File: src/rtl/adc_lvl_pkg.sv
package adc_lvl_pkg;
  localparam int unsigned NUM_CH_DEF  = 6;
  localparam int unsigned RAW_W_DEF   = 12;
  localparam int unsigned LVL_W_DEF   = 8;
  localparam int unsigned OFFSET_DEF  = 480;
  localparam int unsigned STEP_DEF    = 12;
endpackage

File: src/rtl/adc_diff_rebuild.sv
module adc_diff_rebuild #(
  parameter int unsigned RAW_W = 12,
  parameter int unsigned VAL_W = RAW_W + 2
) (
  input  logic             is_diff,
  input  logic [RAW_W-1:0] code,
  input  logic [RAW_W-1:0] avg,
  output logic [VAL_W-1:0] eff_val
);
  logic [RAW_W-1:0] excess;

  always_comb begin
    excess = code - avg;
    if (!is_diff) begin
      eff_val = VAL_W'(code);
    end else if (code <= avg) begin
      eff_val = '0;
    end else begin
      eff_val = VAL_W'({excess, 1'b0});
    end
  end
endmodule

File: src/rtl/adc_code_scaler.sv
module adc_code_scaler #(
  parameter int unsigned VAL_W  = 14,
  parameter int unsigned LVL_W  = 8,
  parameter int unsigned CH_W   = 3,
  parameter int unsigned OFFSET = 480,
  parameter int unsigned STEP   = 12
) (
  input  logic             clk,
  input  logic             rst,
  input  logic             in_valid,
  input  logic [CH_W-1:0]  in_ch,
  input  logic [VAL_W-1:0] in_val,
  output logic             out_valid,
  output logic [CH_W-1:0]  out_ch,
  output logic [LVL_W-1:0] out_lvl
);
  localparam int unsigned SUM_W    = VAL_W + 1;
  localparam int unsigned HALF     = STEP / 2;
  localparam int unsigned LVL_MAX  = (1 << LVL_W) - 1;
  localparam int unsigned SAT_MIN  = OFFSET + STEP * LVL_MAX - HALF;
  localparam int unsigned ZERO_TOP = OFFSET - HALF + STEP;

  logic [SUM_W-1:0] biased;
  logic [SUM_W-1:0] quot;
  logic [LVL_W-1:0] lvl_next;

  always_comb begin
    biased = {1'b0, in_val} + SUM_W'(HALF);
    if (biased < SUM_W'(OFFSET)) begin
      quot = '0;
    end else begin
      quot = (biased - SUM_W'(OFFSET)) / SUM_W'(STEP);
    end
    if (quot > SUM_W'(LVL_MAX)) begin
      lvl_next = LVL_W'(LVL_MAX);
    end else begin
      lvl_next = quot[LVL_W-1:0];
    end
  end

  always_ff @(posedge clk) begin
    if (rst) begin
      out_valid <= 1'b0;
      out_ch    <= '0;
      out_lvl   <= '0;
    end else begin
      out_valid <= in_valid;
      out_ch    <= in_ch;
      out_lvl   <= lvl_next;
    end
  end

  assert_saturate_R4: assert property (@(posedge clk) disable iff (rst)
    (in_valid && in_val >= VAL_W'(SAT_MIN)) |=> (out_lvl == LVL_W'(LVL_MAX)));

  assert_floor_zero_R3: assert property (@(posedge clk) disable iff (rst)
    (in_valid && in_val < VAL_W'(ZERO_TOP)) |=> (out_lvl == '0));
endmodule

File: src/rtl/adc_level_slot.sv
module adc_level_slot #(
  parameter int unsigned LVL_W = 8
) (
  input  logic             clk,
  input  logic             rst,
  input  logic             upd,
  input  logic [LVL_W-1:0] upd_lvl,
  input  logic             busy,
  output logic [LVL_W-1:0] level
);
  logic [LVL_W-1:0] shadow;
  logic             pend;

  always_ff @(posedge clk) begin
    if (rst) begin
      level  <= '0;
      shadow <= '0;
      pend   <= 1'b0;
    end else if (busy) begin
      if (upd) begin
        shadow <= upd_lvl;
        pend   <= 1'b1;
      end
    end else begin
      pend <= 1'b0;
      if (upd) begin
        level <= upd_lvl;
      end else if (pend) begin
        level <= shadow;
      end
    end
  end

  assert_hold_while_read_R7: assert property (@(posedge clk) disable iff (rst)
    busy |=> $stable(level));

  assert_pending_drains_R7: assert property (@(posedge clk) disable iff (rst)
    !busy |=> !pend);
endmodule

File: src/rtl/adc_level_hold.sv
module adc_level_hold
  import adc_lvl_pkg::*;
#(
  parameter int unsigned NUM_CH = NUM_CH_DEF,
  parameter int unsigned RAW_W  = RAW_W_DEF,
  parameter int unsigned LVL_W  = LVL_W_DEF,
  parameter int unsigned OFFSET = OFFSET_DEF,
  parameter int unsigned STEP   = STEP_DEF,
  parameter int unsigned CH_W   = (NUM_CH > 1) ? $clog2(NUM_CH) : 1
) (
  input  logic                    clk,
  input  logic                    rst,
  input  logic                    conv_valid,
  input  logic                    conv_fine,
  input  logic [CH_W-1:0]         conv_ch,
  input  logic [RAW_W-1:0]        conv_code,
  input  logic [RAW_W-1:0]        conv_avg,
  input  logic [NUM_CH-1:0]       diff_sel,
  input  logic [NUM_CH-1:0]       rd_busy,
  output logic [NUM_CH*LVL_W-1:0] lvl_flat
);
  localparam int unsigned VAL_W = RAW_W + 2;

  logic             ch_ok;
  logic             take;
  logic             ch_diff;
  logic [VAL_W-1:0] eff_val;
  logic             sc_valid;
  logic [CH_W-1:0]  sc_ch;
  logic [LVL_W-1:0] sc_lvl;

  always_comb begin
    ch_ok   = ({1'b0, conv_ch} < (CH_W+1)'(NUM_CH));
    take    = conv_valid && conv_fine && ch_ok;
    ch_diff = 1'b0;
    for (int k = 0; k < NUM_CH; k++) begin
      if (conv_ch == CH_W'(k)) ch_diff = diff_sel[k];
    end
  end

  adc_diff_rebuild #(.RAW_W(RAW_W), .VAL_W(VAL_W)) u_diff (
    .is_diff (ch_diff),
    .code    (conv_code),
    .avg     (conv_avg),
    .eff_val (eff_val)
  );

  adc_code_scaler #(
    .VAL_W(VAL_W), .LVL_W(LVL_W), .CH_W(CH_W), .OFFSET(OFFSET), .STEP(STEP)
  ) u_scale (
    .clk       (clk),
    .rst       (rst),
    .in_valid  (take),
    .in_ch     (conv_ch),
    .in_val    (eff_val),
    .out_valid (sc_valid),
    .out_ch    (sc_ch),
    .out_lvl   (sc_lvl)
  );

  for (genvar i = 0; i < NUM_CH; i++) begin : g_slot
    logic hit;
    assign hit = sc_valid && (sc_ch == CH_W'(i));
    adc_level_slot #(.LVL_W(LVL_W)) u_slot (
      .clk     (clk),
      .rst     (rst),
      .upd     (hit),
      .upd_lvl (sc_lvl),
      .busy    (rd_busy[i]),
      .level   (lvl_flat[i*LVL_W +: LVL_W])
    );
  end

  assert_coarse_dropped_R6: assert property (@(posedge clk) disable iff (rst)
    !(conv_valid && conv_fine) |=> !sc_valid);

  assert_bad_index_dropped_R8: assert property (@(posedge clk) disable iff (rst)
    (conv_valid && !ch_ok) |=> !sc_valid);
endmodule

File: config.mk
export PLATFORM = sky130hd
export DESIGN_NAME = adc_level_hold
export DESIGN_NICKNAME = d
export VERILOG_FILES = /design/src/rtl/adc_lvl_pkg.sv /design/src/rtl/adc_diff_rebuild.sv /design/src/rtl/adc_code_scaler.sv /design/src/rtl/adc_level_slot.sv /design/src/rtl/adc_level_hold.sv
export SDC_FILE = /design/constraint.sdc
export NUM_CORES = 1
export LEC_CHECK = 0
export ABC_AREA = 1
export BUFFER_PORTS_ARGS = -buffer_cell sky130_fd_sc_hd__buf_2
export CORE_MARGIN = 2
export CORE_UTILIZATION = 48
export CTS_BUF_LIST = sky130_fd_sc_hd__clkbuf_16
export DETAILED_ROUTE_END_ITERATION = 8
export PLACE_DENSITY = 0.63
export SLEW_MARGIN = 20
export SYNTH_ARGS = -nofsm -noshare
export SYNTH_HDL_FRONTEND = slang
export SYNTH_SLANG_ARGS = --single-unit
File: constraint.sdc
create_clock -name clk -period 9.3 [get_ports clk]
set_input_delay 0.93 -clock clk [delete_from_list [all_inputs] [get_ports clk]]
set_output_delay 0.93 -clock clk [all_outputs]
set_load 0.005 [all_outputs]
After elaboration in Yosys (flattened, before gate mapping)
Index checks and enable logic that the tools add are counted.

$add $sub $neg: 3. $mul: 0. Divide/modulo/power cells: 1. Magnitude comparators: 4. Equality and inequality tests: 10. Shift-type cells: 0. Muxes and demuxes: 22. Bitwise gates (word level): 6. Reduce and logical (&&, ||, !) cells: 34.

Operators by type and width (number): 8-bit 2-to-1 mux (13); 2-bit AND reduction (12); 14-bit by 3-bit adder with 15-bit output (second input constant) (1); 15-bit by 4-bit divider with 15-bit output (second input constant) (1); 15-bit by 8-bit greater-than comparator with 1-bit output (second input constant) (1); 15-bit by 9-bit < comparator with 1-bit output (second input constant) (1); 15-bit 2-to-1 mux (1); 15-bit by 9-bit subtractor with 15-bit output (second input constant) (1); 14-bit 2-to-1 mux (1); 13-bit 2-to-1 mux (1); 3-bit by 2-bit == test with 1-bit output (second input constant) (4); 3-bit == test (second input constant) (4); 12-bit less-or-equal comparator (1); 2-bit nonzero test (6); 2-bit OR reduction (6); 12-bit subtractor (1); 1-bit logical AND (8); 3-bit by 1-bit == test with 1-bit output (second input constant) (2); 3-bit zero test (2); 1-bit 2-to-1 mux (6); 1-bit inverter (6); 3-bit < comparator (second input constant) (1).

Register bits after elaboration: 114. Latch bits: 0. RAM bits: 0. Memory bits (read-only): 0. Input port bits: 43. Output and inout port bits: 48. Word-level logic and storage cells: 101. Memories: 0.

Depth between registers and ports, before layout
Depth after elaboration: 14. Mapped depth: 82. Depth with buffers taken out: 82.

By module
Synthesis repeated with hierarchy kept, for this count alone.

Cells, all modules: 1536. Area total of the unflattened synthesis: 9147.5 um^2.

Modules (own cells, without submodules): adc_level_slot (instances 6, cells each 108, area each 749.5 um^2, seq. area each 340.3 um^2); adc_code_scaler (instances 1, cells each 670, area each 3564.7 um^2, seq. area each 240.2 um^2); adc_diff_rebuild (instances 1, cells each 183, area each 935.9 um^2, seq. area each 0.0 um^2); adc_level_hold (instances 1, cells each 35, area each 150.1 um^2, seq. area each 0.0 um^2).

Worst setup path before layout
No wires, ideal clock.

Path kind: input port to flip-flop. Start: input conv_code[0]. End: register u_scale.out_lvl[0]. Setup time: 133 ps. Data arrival time: 7999 ps. Data required time: 9167 ps. Setup slack: 1168 ps. Stages on the path: 74. Path buffers: 0. Path through: inv_1 > ha_1 > inv_1 > fa_1 > nand3_1 > nand2_2 > nand3_1 > nand3_2 > nand3_1 > nand2_1 > nand2_2 > ha_1 > inv_1 > nand2_1 > nor2_2 > inv_1 > nand2_1 > inv_1 > [... 38 more ...] > a21oi_4 > nand2_1 > nand3_1 > nand2_2 > nor2_4 > nand2_1 > nand3_2 > nand2_1 > nand2_2 > inv_2 > nand2_2 > nand2_2 > nand2_1 > nand2_1 > nor2_1 > nand2_1 > nand2_1 > a21oi_2.

Longest elaborated chain between the ends: 9. Elaborated cells between the ends (all ways): 11. Classes of those cells: add/sub (3); div (1); order compare (3); mux (4).

RTL lines: from (decl) (line adc_level_hold.sv:16) `input logic [RAW_W-1:0] conv_code,`; 12-bit subtractor / 12-bit less-or-equal comparator (equally long branches) (line adc_diff_rebuild.sv:13, adc_diff_rebuild.sv:16); 13-bit 2-to-1 mux (line adc_diff_rebuild.sv:16) `end else if (code <= avg) begin`; 14-bit 2-to-1 mux * (line adc_diff_rebuild.sv:14) `if (!is_diff) begin`; 14-bit by 3-bit adder with 15-bit output * (line adc_code_scaler.sv:28) `biased = {1'b0, in_val} + SUM_W'(HALF);`; 15-bit by 9-bit subtractor with 15-bit output (line adc_code_scaler.sv:32) `quot = (biased - SUM_W'(OFFSET)) / SUM_W'(STEP);`; 15-bit by 4-bit divider with 15-bit output (line adc_code_scaler.sv:32); 15-bit 2-to-1 mux * (line adc_code_scaler.sv:29) `if (biased < SUM_W'(OFFSET)) begin`; 15-bit by 8-bit greater-than comparator with 1-bit output (line adc_code_scaler.sv:34) `if (quot > SUM_W'(LVL_MAX)) begin`; 8-bit 2-to-1 mux * (line adc_code_scaler.sv:34); to (signal assigned) (line adc_code_scaler.sv:49) `out_lvl <= lvl_next;`; to (decl) (line adc_code_scaler.sv:15) `output logic [LVL_W-1:0] out_lvl`.

Every way passes the cells marked *; elsewhere a longest branch is shown, timed or not. A chain may end at the register's enable or synchronous reset.

Worst setup path in the final report
Same ends and word-level chain as after synthesis.

==> metrics.txt <==
Cell variety after synth=54; critical path startpoint=conv_code[0]; wire length after detailed routing=21100 um; fraction of power consumed by combinational cells=62.9%; die height=135 um; CTS tree=built; Nets=1461; top cell type by total area after synthesis=sky130_fd_sc_hd__dfxtp_1; internal power=1.68 mW; Final setup viols=0; period utilisation layout=92.3%; arrival time at the worst endpoint=8.84 ns; total congestion overflow after global routing=0; share of post-route cells with drive strength above 1=21.9%; Layout fillers=1629; share of synthesized registers carrying an async set or reset=0%; ports placed on the boundary=91; crit path time final=8.58 ns; count of yosys warnings during synthesis=0; Max-slew headroom=35.4%; final count of pins violating max slew=0; Worst Slack Setup Final=0.715 ns; peak clock frequency supported by timing=116 MHz; number of rows created at floorplan=47; clk sinks=114; worst hold slack after final layout=0.460 ns; number of buffers inserted by hold repair at cts=0; cell mode on critical path=sky130_fd_sc_hd__nand2_2; effective utilization at floorplan=49.3%; switching share of power=50.1%; detailed placement HPWL=15300 um; result of the run=completed; number of nets in the synthesized netlist=1363; pwr dens=345 nW/um^2; Final Hold Violating Endpoints=0; Die Width=135 um; port bufs=90; maximum single-stage delay on the critical path=0.41 ns; number of flip-flops and latches in the synthesized netlist=114; clock-pin slew on the worst setup and hold paths=0.05 ns; total number of vias=8367; proportion of power drawn by flip-flops and latches=17.7%; maximum number of pins on one net before global-route repair=115; leakage power=4.46 nW; crit path max fanout=8; r2r setup slk=6.72 ns; cell count after synthesis=1302; most instantiated cells after synthesis=403 x sky130_fd_sc_hd__nand2_1, 137 x sky130_fd_sc_hd__inv_1, 128 x sky130_fd_sc_hd__nor2_1; worst r2r path cells=9; Primary FF master, synth=sky130_fd_sc_hd__dfxtp_1; max-cap check violation count=0; cell area after placement=8840 um^2; buffers from clock root to sink, at most=2; leading post-synthesis cells by cell area=sky130_fd_sc_hd__dfxtp_1 28%, sky130_fd_sc_hd__nand2_1 18%, sky130_fd_sc_hd__nand3_1 7.7%; startpoint of the lowest-slack hold path=g_slot[1].u_slot.shadow[5]; area fraction of the dominant cell type after synthesis=27.8%; number of enable flip-flop cells after synthesis=0; slew of the pin with the lowest slew margin=0.965 ns; Syn-to-layout area delta=18.7%; vias in the first global route=7342; H-tree lvl count=4; clock network fraction of design power=19.4%; number of buffers created by CTS=17; remaining antenna violation count after routing=0; cell with the most instances after synthesis=sky130_fd_sc_hd__nand2_1; worst hold endpoint=g_slot[1].u_slot.shadow[5]; DR pass1 iterations=5; Non-Filler Cell Area, Final=9750 um^2; Seq/Total Area, Yosys=27.8%; net switching power figure=1.68 mW; total die area=18200 um^2; wire length per cell after detailed routing=12.9 um; final design utilization=58.6%; buffering stage count on the worst path with inverters included=11; Layout Skew=0.00492 ns; number of antenna violations at the first check in global routing=0; GRT Resource Usage Total=23.1%; worst voltage drop across the vdd grid=0.223 mV; cell family with most CP delay=simple AND/OR/NAND/NOR gates; wire length of the first global-routing pass=34600 um; vias per cell=5.12; crit start category=primary input; clock latency reported for the late side of the worst-skew pair=0.41 ns; post-detailed-route DRC marker count=0; critical setup path kind=primary input to flip-flop; slowest cell on the critical path=sky130_fd_sc_hd__fa_2; DR iter-0 viols=558; GP Congestion=0.932; worst hold stages=2; capture point of the worst reg-to-reg path=g_slot[3].u_slot.level[4]; worst reg2reg path startpoint=u_scale.out_valid; worst endpoint required time=9.56 ns; combined area of all synthesized cells=8210 um^2; path class of the lowest-slack min-delay path=flip-flop to flip-flop; n_diodes=0; Syn Area/Cell=6.31 um^2; Setup Slack @ Placement=-0.0495 ns; Worst setup EP type=flip-flop; total core area=16600 um^2; clock tree root buffer cell=sky130_fd_sc_hd__clkbuf_16
## final cells by class
| type | count | area (um^2) | share of cell area [%] |
|---|---|---|---|
| Timing Repair Buffer | 120 | 682 | 7.00 |
| Clock inverter | 15 | 173 | 1.77 |
| Multi-Input combinational cell | 986 | 5300 | 54.4 |
| Clock buffer | 17 | 425 | 4.36 |
| Tap cell | 220 | 275 | 2.82 |
| Sequential cell | 114 | 2280 | 23.4 |
| Inverter | 161 | 607 | 6.23 |
## how the worst max path moves through the flow
stage / slack, ns / cells after the start / to
floorplan: 1.17 / 74 / u_scale.out_lvl[0]
global route: -0.13 / 80 / u_scale.out_lvl[0]
detailed placement: -0.05 / 73 / u_scale.out_lvl[0]
global placement: 0.05 / 72 / u_scale.out_lvl[0]
CTS: 0.32 / 73 / u_scale.out_lvl[0]
finish: 0.72 / 74 / u_scale.out_lvl[0]
## layer usage
layer  track usage (%)  vias up  wire length [um]
met5                 0        -                 0
met1              30.7     3722              9880
met2              39.7      184             10200
met3              3.57       29               825
li1                  -     4432                 -
met4              4.85        0               258
## state kept, by name, summed over array words and instances (netlist names)
signal	count
u_scale.out_ch	3
g_slot.u_slot.level	48
u_scale.out_valid	1
u_scale.out_lvl	8
g_slot.u_slot.shadow	48
g_slot.u_slot.pend	6
## power groups by stage
stage                     logic, mW  registers (mW)  clock network, mW
after CTS                      1.91           0.595              0.661
after detailed placement       1.90           0.605                  0
after floorplan                1.64           0.532                  0
final                          2.12           0.594              0.652
after global routing           2.38           0.599              0.689
after global placement         1.91           0.606                  0
## worst reg2reg max path: stages (launching register included)
cell and delay (ns):
sky130_fd_sc_hd__dfxtp_1 0.32, sky130_fd_sc_hd__inv_1 0.04, sky130_fd_sc_hd__nor2_1 0.12, sky130_fd_sc_hd__nand2_1 0.08, sky130_fd_sc_hd__nor2_1 0.61, sky130_fd_sc_hd__or2_2 0.23, sky130_fd_sc_hd__inv_1 0.05, sky130_fd_sc_hd__nor2_1 0.72
sky130_fd_sc_hd__nor2_1 0.07, sky130_fd_sc_hd__a311oi_1 0.24
## timing repair
item                       CTS  global route
setup buffers                0            20
setup endpoints to repair    0             2
gates resized for setup      0            44
## per-stage QoR
| step | instances | total power, mW | setup TNS (ns) |
|---|---|---|---|
| floorplan | 1302 | 2.17 | 0 |
| global placement | 1581 | 2.51 | 0 |
| detailed placement | 1581 | 2.51 | -0.0495 |
| CTS | 1613 | 3.16 | 0 |
| global route | 1633 | 3.66 | -0.134 |
| finish | 1633 | 3.36 | 0 |
## placed cells by master, fill, tap and decap left out, types with 3 or more instances in the layout
| cell type | synthesis | layout |
|---|---|---|
| sky130_fd_sc_hd__nand2_1 | 403 | 387 |
| sky130_fd_sc_hd__inv_1 | 137 | 135 |
| sky130_fd_sc_hd__nor2_1 | 128 | 123 |
| sky130_fd_sc_hd__nand3_1 | 126 | 122 |
| sky130_fd_sc_hd__dfxtp_1 | 114 | 114 |
| sky130_fd_sc_hd__buf_2 | 1 | 89 |
| sky130_fd_sc_hd__a21oi_1 | 65 | 65 |
| sky130_fd_sc_hd__nand2_2 | 47 | 59 |
| sky130_fd_sc_hd__a311oi_1 | 48 | 48 |
| sky130_fd_sc_hd__nand4_1 | 30 | 30 |
| sky130_fd_sc_hd__buf_4 | 2 | 30 |
| sky130_fd_sc_hd__inv_2 | 19 | 22 |
| sky130_fd_sc_hd__o21ai_0 | 19 | 19 |
| sky130_fd_sc_hd__clkbuf_16 | 0 | 17 |
| sky130_fd_sc_hd__ha_1 | 17 | 16 |
| sky130_fd_sc_hd__nor2_2 | 14 | 15 |
| sky130_fd_sc_hd__nor2_4 | 10 | 14 |
| sky130_fd_sc_hd__nand2_4 | 10 | 14 |
| sky130_fd_sc_hd__nand3_2 | 9 | 12 |
| sky130_fd_sc_hd__xor2_1 | 10 | 10 |
| sky130_fd_sc_hd__clkinv_1 | 4 | 7 |
| sky130_fd_sc_hd__clkinv_2 | 0 | 6 |
| sky130_fd_sc_hd__nor3b_1 | 5 | 5 |
| sky130_fd_sc_hd__nand3_4 | 3 | 4 |
| sky130_fd_sc_hd__nor3_1 | 4 | 4 |
| sky130_fd_sc_hd__bufinv_16 | 0 | 4 |
| sky130_fd_sc_hd__o21ai_1 | 4 | 3 |
## cells by family after synthesis
| kind of cell | count (synthesis) | synth area share (%) |
|---|---|---|
| adders and majority gates | 18 | 2.83 |
| and+or+nand+nor | 800 | 45.4 |
| DFF | 114 | 27.8 |
| xor gates and xnor gates | 15 | 2.01 |
| AOI/OAI and AO/OA | 153 | 12.4 |
| buffers and inverters | 202 | 9.55 |
No activity file was read; power rests on OpenSTA's default activity.
